### src/rtl/fp_cmp_pred.sv
module fp_cmp_pred #(
  parameter int FLAG_BIT = 29
) (
  input  logic        clk,
  input  logic        rst_n,
  input  logic        in_valid,
  input  logic        fmt_dbl,
  input  logic [2:0]  cond,
  input  logic [63:0] op_a,
  input  logic [63:0] op_b,
  input  logic [31:0] stat_in,
  output logic        out_valid,
  output logic        flag_out,
  output logic [1:0]  rel_out,
  output logic        invalid_out,
  output logic [31:0] stat_out
);
  localparam logic [1:0] REL_LT = 2'd0, REL_EQ = 2'd1, REL_GT = 2'd2, REL_UN = 2'd3;

  logic        sgn_a, sgn_b, nan_a, nan_b, snan_a, snan_b, both_zero;
  logic [62:0] mag_a, mag_b;
  logic [1:0]  rel;
  logic        flag;

  assign sgn_a = fmt_dbl ? op_a[63] : op_a[31];
  assign sgn_b = fmt_dbl ? op_b[63] : op_b[31];
  assign mag_a = fmt_dbl ? op_a[62:0] : {32'd0, op_a[30:0]};
  assign mag_b = fmt_dbl ? op_b[62:0] : {32'd0, op_b[30:0]};

  assign nan_a = fmt_dbl ? (&op_a[62:52] && |op_a[51:0]) : (&op_a[30:23] && |op_a[22:0]);
  assign nan_b = fmt_dbl ? (&op_b[62:52] && |op_b[51:0]) : (&op_b[30:23] && |op_b[22:0]);
  assign snan_a = nan_a && !(fmt_dbl ? op_a[51] : op_a[22]);
  assign snan_b = nan_b && !(fmt_dbl ? op_b[51] : op_b[22]);
  assign both_zero = (mag_a == '0) && (mag_b == '0);

  always_comb begin
    if (nan_a || nan_b)            rel = REL_UN;
    else if (both_zero)            rel = REL_EQ;
    else if (sgn_a != sgn_b)       rel = sgn_a ? REL_LT : REL_GT;
    else if (mag_a == mag_b)       rel = REL_EQ;
    else if ((mag_a < mag_b) ^ sgn_a) rel = REL_LT;
    else                           rel = REL_GT;
  end

  assign flag = (cond[2] && rel == REL_LT) || (cond[1] && rel == REL_EQ) ||
                (cond[0] && rel == REL_UN);

  always_ff @(posedge clk) begin
    if (!rst_n) begin
      out_valid   <= 1'b0;
      flag_out    <= 1'b0;
      rel_out     <= 2'd0;
      invalid_out <= 1'b0;
      stat_out    <= '0;
    end else begin
      out_valid <= in_valid;
      if (in_valid) begin
        flag_out    <= flag;
        rel_out     <= rel;
        invalid_out <= snan_a || snan_b;
        stat_out    <= {2'b00, flag, 1'b0, stat_in[27:0]};
      end
    end
  end


  valid_delay_chk: assert property (@(posedge clk) disable iff (!rst_n)
    in_valid |=> out_valid);

  idle_hold_chk: assert property (@(posedge clk) disable iff (!rst_n)
    !in_valid |=> !out_valid && $stable(stat_out) && $stable(flag_out));

  code_zero_chk: assert property (@(posedge clk) disable iff (!rst_n)
    (in_valid && cond == 3'd0) |=> !flag_out);

  stat_top_chk: assert property (@(posedge clk) disable iff (!rst_n)
    out_valid |-> (stat_out[31:30] == 2'b00 && !stat_out[28] && stat_out[FLAG_BIT] == flag_out));

  stat_low_chk: assert property (@(posedge clk) disable iff (!rst_n)
    in_valid |=> stat_out[27:0] == $past(stat_in[27:0]));

  invalid_unord_chk: assert property (@(posedge clk) disable iff (!rst_n)
    (out_valid && invalid_out) |-> rel_out == REL_UN);

  code_seven_chk: assert property (@(posedge clk) disable iff (!rst_n)
    (in_valid && cond == 3'd7) |=> (flag_out == (rel_out != REL_GT)));
endmodule

### config.mk
export PLATFORM = sky130hd
export DESIGN_NAME = fp_cmp_pred
export DESIGN_NICKNAME = d
export VERILOG_FILES = /design/src/rtl/fp_cmp_pred.sv
export SDC_FILE = /design/constraint.sdc
export NUM_CORES = 1
export LEC_CHECK = 0
export BUFFER_PORTS_ARGS = -buffer_cell sky130_fd_sc_hd__buf_2
export CORE_MARGIN = 2
export CORE_UTILIZATION = 30
export DETAILED_ROUTE_END_ITERATION = 16
export PLACE_DENSITY_LB_ADDON = 0.2
export SYNTH_ARGS = -nofsm -noshare
export SYNTH_HDL_FRONTEND = slang
export SYNTH_SLANG_ARGS = --single-unit
export TNS_END_PERCENT = 30
### constraint.sdc
create_clock -name clk -period 5.1 [get_ports clk]
set_input_delay 0.51 -clock clk [delete_from_list [all_inputs] [get_ports clk]]
set_output_delay 0.51 -clock clk [all_outputs]
set_load 0.1 [all_outputs]
==> results of run 1 <==
-- cell usage after synthesis, types with 3 or more instances --
cell type,instances
ha_1,63
nand2_1,50
and2_1,34
dfxtp_1,33
inv_1,32
mux2i_1,30
nor2b_1,30
nand4_1,26
nor4_1,23
a21oi_1,20
nand3_1,13
nor2_1,11
clkbuf_1,8
nor3_1,8
o21ai_0,7
a211oi_1,6
a21o_1,5
buf_1,5
buf_4,4
or4_1,4
a221oi_1,3
o21ai_1,3
-- power groups by stage --
stage	Sequential, mW	Clock, mW	Combinational (mW)
detailed placement	0.286	0	0.404
global route	0.282	0.331	0.444
finish	0.281	0.308	0.403
global placement	0.285	0	0.399
CTS	0.281	0.314	0.406
floorplan	0.395	0	0.166
-- final cells by class --
| class | instances | share of cell area, % |
|---|---|---|
| Tap cell | 147 | 3.77 |
| Inverter | 33 | 2.54 |
| Clock buffer | 7 | 3.13 |
| Multi-Input combinational cell | 372 | 56.8 |
| Sequential cell | 33 | 13.6 |
| Timing Repair Buffer | 196 | 20.1 |
| Clock inverter | 1 | 0.103 |
-- critical path, delay by kind of cell --
kind                       cells  cell delay [ns]
AOI/OAI and AO/OA              1             0.23
adders and majority gates      1             0.35
buffers and inverters          1             0.79
muxes                          1             0.31
and+or+nand+nor                6             1.42
-- per-stage QoR --
| step | cell area (sq um) | instances |
|---|---|---|
| 2_1_floorplan | 3650 | 457 |
| 3_3_place_gp | 4720 | 781 |
| 3_5_place_dp | 4720 | 781 |
| 4_1_cts | 4870 | 789 |
| 5_1_grt | 4870 | 789 |
| 6_report | 4870 | 789 |
-- sequential cells by signal (all words and copies together), names as in the netlist --
| signal | cells |
|---|---|
| stat_out | 28 |
| flag_out | 1 |
| invalid_out | 1 |
| out_valid | 1 |
| rel_out | 2 |
-- worst min path at each step --
stage / depth (start not counted) / to / start
after floorplan: 2 / rel_out[1] / rst_n
after global placement: 1 / rel_out[0] / rel_out[0]
after detailed placement: 1 / rel_out[0] / rel_out[0]
after CTS: 1 / rel_out[0] / rel_out[0]
after global routing: 3 / stat_out[25] / stat_in[25]
final: 1 / rel_out[0] / rel_out[0]
-- metal layers --
layer / part of all wire (%) / global-route usage, % / up-vias
met3: 6.0 / 2.38 / 12
met5: 0 / 0 / -
met4: 1.3 / 3.98 / 0
met2: 48 / 28.5 / 133
met1: 45 / 21.6 / 1759
li1: - / - / 2030
-- cell families after synthesis --
group,count (synthesis),share of synthesized area (%)
buffers and inverters,52,6.02
and+or+nand+nor,214,33.9
DFF,33,18.2
adders and majority gates,63,21.7
muxes,32,8.98
other,1,0.103
AOI/OAI and AO/OA,60,11.2
==> PnR_summary.wiki, run 1 <==
{| class="wikitable"
! Metric !! Value
|-
| Outcome || completed
|-
| Placeable core area || ~12000 sq um
|-
| Die outline area || between 10000 and 15000 sq um
|-
| Total routing resource utilization after global routing || roughly 16%
|-
| Number of placed I/O pins || ~200
|-
| Distinct cells, synth || 51
|-
| Setup crit start kind || input pin
|-
| Post-synth EDFFs || 0
|-
| # H-tree levels || 2
|-
| Final setup fails || 0
|-
| Part of the cycle the worst path needs || roughly 68%
|-
| Resized cells post-CTS || 0
|-
| Number of storage elements in the synthesis netlist || 33
|-
| R2r worst-path depth || 4
|-
| Worst-case clock buffer depth || 2
|-
| Reported net switching power || around 0.37 mW
|-
| Detailed-routing iteration count for the pre-antenna-repair pass || 4
|-
| Vias per inst || 4.99
|-
| Area of the multi-input gates || roughly 2800 sq um
|-
| 1st-iter DRT viols || approximately 260
|-
| Number of filler cells placed in the layout || 1212
|-
| DIE HEIGHT || 114 um
|-
| Achievable clock frequency || about 290 MHz
|-
| # DRC || 0
|-
| FP Rows || 40
|-
| Highest-delay cell along the critical path || buf_2
|-
| Area leader, netlist || ha_1
|-
| Antenna Diode Count || 0
|-
| Post-CTS repair timing setup buffer count || 0
|-
| Final setup skew || 0 ns
|-
| Synthesized cell area || approximately 3600 sq um
|-
| Total number of vias || a little under 4000
|-
| Worst relative slew slack || between 20% and 30%
|-
| Final hold viol count || 0
|-
| Post-synthesis async set-or-reset flop share || 0%
|-
| CP required || 5.26 ns
|-
| Horizontal extent of the die || roughly 110 um
|-
| Clock latency reported for the late side of the worst-skew pair || around 0.27 ns
|-
| Layout cell share with drive strength beyond 1 || between 30 and 40%
|-
| Crit path largest cell delay || slightly below 0.8 ns
|-
| Syn_area_per_cell || roughly 8.0 sq um
|-
| Vias in the first global route || just under 4000
|-
| Primary flip-flop cell chosen by synthesis mapping || dfxtp_1
|-
| Classification of the worst-slack hold path || register to register
|-
| Most repeated library cell on the critical path || nor4_1
|-
| Endpoint of the lowest-slack register-to-register path || flag_out
|-
| Sequential cell area fraction in the yosys report || a little under a fifth
|-
| Highest-count cells in the layout ignoring fill and taps || 196 x buf_2, 63 x ha_1, 50 x nand2_1
|-
| Reg2reg start || flag_out
|-
| Number of buffers inserted during clock tree synthesis || 5
|-
| Synthesized instance count || between 400 and 500
|-
| TritonCTS clock tree || done
|-
| Pleak || approximately 2.5 nW
|-
| Shortest period the worst path allows || 3.47 ns
|-
| Area share of the largest cell type after synthesis || around 22%
|-
| Remaining number of nets flagged by the antenna check after routing || 0
|-
| RSZ-0062 raised after global routing || false
|-
| Detailed-route wire length per cell || approximately 14 um
|-
| Share of total power in the clock network || 31.0%
|-
| Setup Slack @ Placement || approximately 1.3 ns
|-
| Number of maximum-capacitance constraint violations || 0
|-
| Final Hold Slack || between 0.4 and 0.5 ns
|-
| Setup crit end kind || register
|-
| Count of buffers from port buffering || about 200
|-
| Final wirelength || approximately 11000 um
|-
| Largest fanout on the critical path || slightly above 70
|-
| Chain of cells forming the critical path || buf_2 -> nand2_1 -> ha_1 -> nand4_1 -> nor4_1 -> nand3_1 -> nor4_1 -> nor3b_2 -> mux2_1 -> a41o_1
|-
| Setup TNS || 0 ns
|-
| Critical path class || input pin to register
|-
| Layout area overhead || 33.9%
|-
| Clock Sink Count || 33
|-
| Antenna violations before repair || 0
|-
| Most frequent standard cell in the layout excluding fill and tap cells || buf_2
|-
| Global route overflow || 0
|-
| DPL Wire Length || ~9500 um
|-
| Core occupancy in the finished layout || 40.9%
|-
| Measured slew at the worst slew-check pin || 1.10 ns
|-
| CTS root buf || clkbuf_16
|-
| Total power consumption of the routed design || between 0.9 and 1 mW
|-
| Post-CTS clock slew at the launch and capture registers of the worst setup and hold paths || about 0.05 ns
|-
| Sequential cell area || 661 sq um
|-
| Initial Utilization || a little under a third
|-
| Final setup margin || between 1.5 and 2 ns
|-
| Launching element of the worst setup path || fmt_dbl
|-
| Number of nets in the finished design || between 800 and 900
|-
| Max Transition Viols Final || 0
|-
| Post-CTS Hold Buffers || 0
|-
| YS warnings || 0
|-
| Worst IR drop on VDD || between 0.2 and 0.25 mV
|-
| Proportion of total power due to net switching || roughly 38%
|-
| Largest cells by area after synthesis || ha_1 22%, dfxtp_1 18%, mux2i_1 8.3%, and2_1 5.8%, nand2_1 5.2%
|-
| Maximum number of pins on one net before global-route repair || 73
|-
| Power density over the cells || ~200 nW/um^2
|-
| Part of the power in combinational logic || about two fifths
|-
| Internal power of the cells || a little over 0.6 mW
|-
| Setup slack of the most critical reg-to-reg path || ~4.2 ns
|-
| Worst setup path endpoint || flag_out
|-
| Critical path data arrival time || around 3.6 ns
|-
| Power share of the sequential group || between 20% and 30%
|-
| Final weighted congestion of routability-driven global placement || between 0.8 and 0.9
|-
| First-pass GRT wire length || ~18000 um
|}
Note: power is estimated with default switching activity, not from simulation.
==> run 2: changes to the inputs <==
clock period = 3.4 ns   (was 5.1 ns; I/O delays follow)
==> run 2 against run 1 <==
Compared with the run above:
- utilization is 0.42 points higher
- worst hold slack worse by 0.17 ns
- non-clock buffer count is 3 higher
- flip-flop and latch count stayed put
- critical endpoint unchanged
- largest power group unchanged
==> PnR_summary.wiki, run 2 (synthesis results as in run 1) <==
{| class="wikitable"
! Metric !! Value
|-
| Outcome || completed
|-
| CP required || 3.57 ns (-1.69 ns)
|-
| Classification of the worst-slack hold path || input pin to register
|-
| Total number of vias || 3966 (+0.81%)
|-
| RSZ-0062 raised after global routing || false
|-
| Layout area overhead || 35.3%
|-
| Total power consumption of the routed design || 1.56 mW (+57%)
|-
| Initial Utilization || 30.5% (unchanged)
|-
| FP Rows || 40 (unchanged)
|-
| Critical path class || input pin to register
|-
| Chain of cells forming the critical path || buf_2 -> buf_4 -> and2_1 -> ha_1 -> a21oi_1 -> o21ai_0 -> a221o_1 -> o31a_1 -> a211oi_1 -> and3_1 -> o21ai_1 -> a41o_1
|-
| Total routing resource utilization after global routing || 16.3% (-0.17 points)
|-
| Register bank with the most flops || stat_out
|-
| Power share of the sequential group || 27.0% (-1.3 points)
|-
| Worst-case clock buffer depth || 2 (unchanged)
|-
| TritonCTS clock tree || done
|-
| Clock latency reported for the late side of the worst-skew pair || 0.27 ns (about the same)
|-
| Family with the most delay on the worst path || compound AO/OA/AOI/OAI gates
|-
| Layout cell share with drive strength beyond 1 || 34.1% (+0.15 points)
|-
| CTS root buf || clkbuf_16
|-
| 1st-iter DRT viols || 177 (-32%)
|-
| Post-CTS Hold Buffers || 0 (unchanged)
|-
| # H-tree levels || 2 (unchanged)
|-
| Highest-count cells in the layout ignoring fill and taps || 196 x buf_2, 63 x ha_1, 50 x nand2_1
|-
| Placeable core area || 11900 sq um (unchanged)
|-
| Final Cell Area || 4920 sq um (+1.0%)
|-
| Final setup fails || 0 (unchanged)
|-
| DPL Wire Length || 9610 um (+1.7%)
|-
| Part of the cycle the worst path needs || between 80 and 90%
|-
| Vias in the first global route || 3728 (-3.6%)
|-
| Post-CTS clock slew at the launch and capture registers of the worst setup and hold paths || 0.05 ns (about the same)
|-
| Final weighted congestion of routability-driven global placement || 0.898 (+5.8%)
|-
| Power density over the cells || 316 nW/um^2 (+55%)
|-
| Pleak || 2.54 nW (+0.92%)
|-
| Most frequent standard cell in the layout excluding fill and tap cells || buf_2
|-
| Critical path data arrival time || 3.07 ns (-0.56 ns)
|-
| Final hold viol count || 0 (unchanged)
|-
| CP bufs+invs || 2 (+1)
|-
| Crit path largest cell delay || 0.35 ns (-0.44 ns)
|-
| Achievable clock frequency || about 340 MHz
|-
| Proportion of total power due to net switching || 36.6% (-1.1 points)
|-
| Number of filler cells placed in the layout || 1230 (+1.5%)
|-
| Largest fanout on the critical path || 23 (-68%)
|-
| Number of placed I/O pins || 204 (unchanged)
|-
| Setup TNS || 0 ns (unchanged)
|-
| Number of buffers inserted during clock tree synthesis || 5 (unchanged)
|-
| Setup Slack @ Placement || 0.205 ns (-1.10 ns)
|-
| Highest-delay cell along the critical path || buf_2
|-
| Maximum number of pins on one net before global-route repair || 34 (-53%)
|-
| Count of buffers from port buffering || 196 (unchanged)
|-
| Setup crit end kind || register
|-
| Core occupancy in the finished layout || 41.3% (+0.42 points)
|-
| First-pass GRT wire length || 17500 um (-1.4%)
|-
| Setup slack of the most critical reg-to-reg path || 2.48 ns (-1.68 ns)
|-
| Post-CTS repair timing setup buffer count || 0 (unchanged)
|-
| Flip-flop count of the largest register after layout || 28 (unchanged)
|-
| Resized cells post-CTS || 0 (unchanged)
|-
| Setup crit start kind || input pin
|-
| Clock Sink Count || 33 (unchanged)
|-
| DIE HEIGHT || 114 um (unchanged)
|-
| Number of maximum-capacitance constraint violations || 0 (unchanged)
|-
| Largest registers in the final layout || stat_out: 28 flops, rel_out: 2 flops
|-
| Worst IR drop on VDD || 0.278 mV (+27%)
|-
| Horizontal extent of the die || 114 um (unchanged)
|-
| Detailed-routing iteration count for the pre-antenna-repair pass || 4 (unchanged)
|-
| Antenna Diode Count || 0 (unchanged)
|-
| Vias per inst || 5.01 (+0.43%)
|-
| Share of total power in the clock network || 33.8% (+2.8 points)
|-
| Measured slew at the worst slew-check pin || 0.548 ns (-0.552 ns)
|-
| Final wirelength || 11200 um (+1.7%)
|-
| Shortest period the worst path allows || around 2.9 ns
|-
| Die outline area || 13000 sq um (unchanged)
|-
| Cell area after placement || 4750 sq um (+0.74%)
|-
| Reported net switching power || 0.570 mW (+53%)
|-
| Final setup skew || 0 ns (unchanged)
|-
| Internal power of the cells || 0.987 mW (+60%)
|-
| Global route overflow || 0 (unchanged)
|-
| Detailed-route wire length per cell || 14.1 um (+1.3%)
|-
| Part of the power in combinational logic || 39.2% (-1.5 points)
|-
| Max Transition Viols Final || 0 (unchanged)
|-
| Antenna violations before repair || 0 (unchanged)
|-
| Number of nets in the finished design || 874 (+0.34%)
|-
| Remaining number of nets flagged by the antenna check after routing || 0 (unchanged)
|-
| # DRC || 0 (unchanged)
|-
| Worst relative slew slack || 63.4% (+37 points)
|-
| Final setup margin || 0.499 ns (-1.13 ns)
|}
run 2: layer usage:
layer / global-route usage [%] / wire length, um / vias up
met1: 20.5 / 4960 / 1774
met4: 4.07 / 165 / 0
met5: 0 / 0 / -
met2: 29.5 / 5470 / 139
li1: - / - / 2036
met3: 1.96 / 606 / 17
run 2: layout make-up:
cell class,count,area [sq um],area share [%]
Multi-Input combinational cell,372,2770,56.2
Sequential cell,33,661,13.4
Inverter,33,124,2.52
Timing Repair Buffer,199,1020,20.6
Tap cell,147,184,3.74
Clock inverter,1,30.0,0.610
Clock buffer,7,143,2.90
run 2: final timing paths:
path / startpoint / endpoint / cells after the start
min: stat_in[5] / stat_out[5] / 3
min reg2reg: rel_out[0] / rel_out[0] / 1
max: fmt_dbl / flag_out / 12
max reg2reg: flag_out / flag_out / 4
run 2: power by group through the flow:
stage | registers, mW | clock network, mW | logic [mW]
2_1_floorplan | 0.592 | 0 | 0.249
3_3_place_gp | 0.428 | 0 | 0.601
3_5_place_dp | 0.428 | 0 | 0.609
4_1_cts | 0.421 | 0.535 | 0.613
5_1_grt | 0.423 | 0.546 | 0.668
6_report | 0.420 | 0.526 | 0.610
run 2: metrics by stage:
| stage | hold WS (ns) | std cells |
|---|---|---|
| floorplan | 0.478 | 457 |
| detailed placement | 0.477 | 784 |
| finish | 0.322 | 792 |
| CTS | 0.323 | 792 |
| global route | 0.329 | 792 |
| global placement | 0.462 | 784 |
run 2: tightest hold or removal path: cells and delay by family:
kind / cells / cell delay [ns]
mux: 1 / 0.05
buf+inv: 1 / 0.07
simple gates: 1 / 0.09
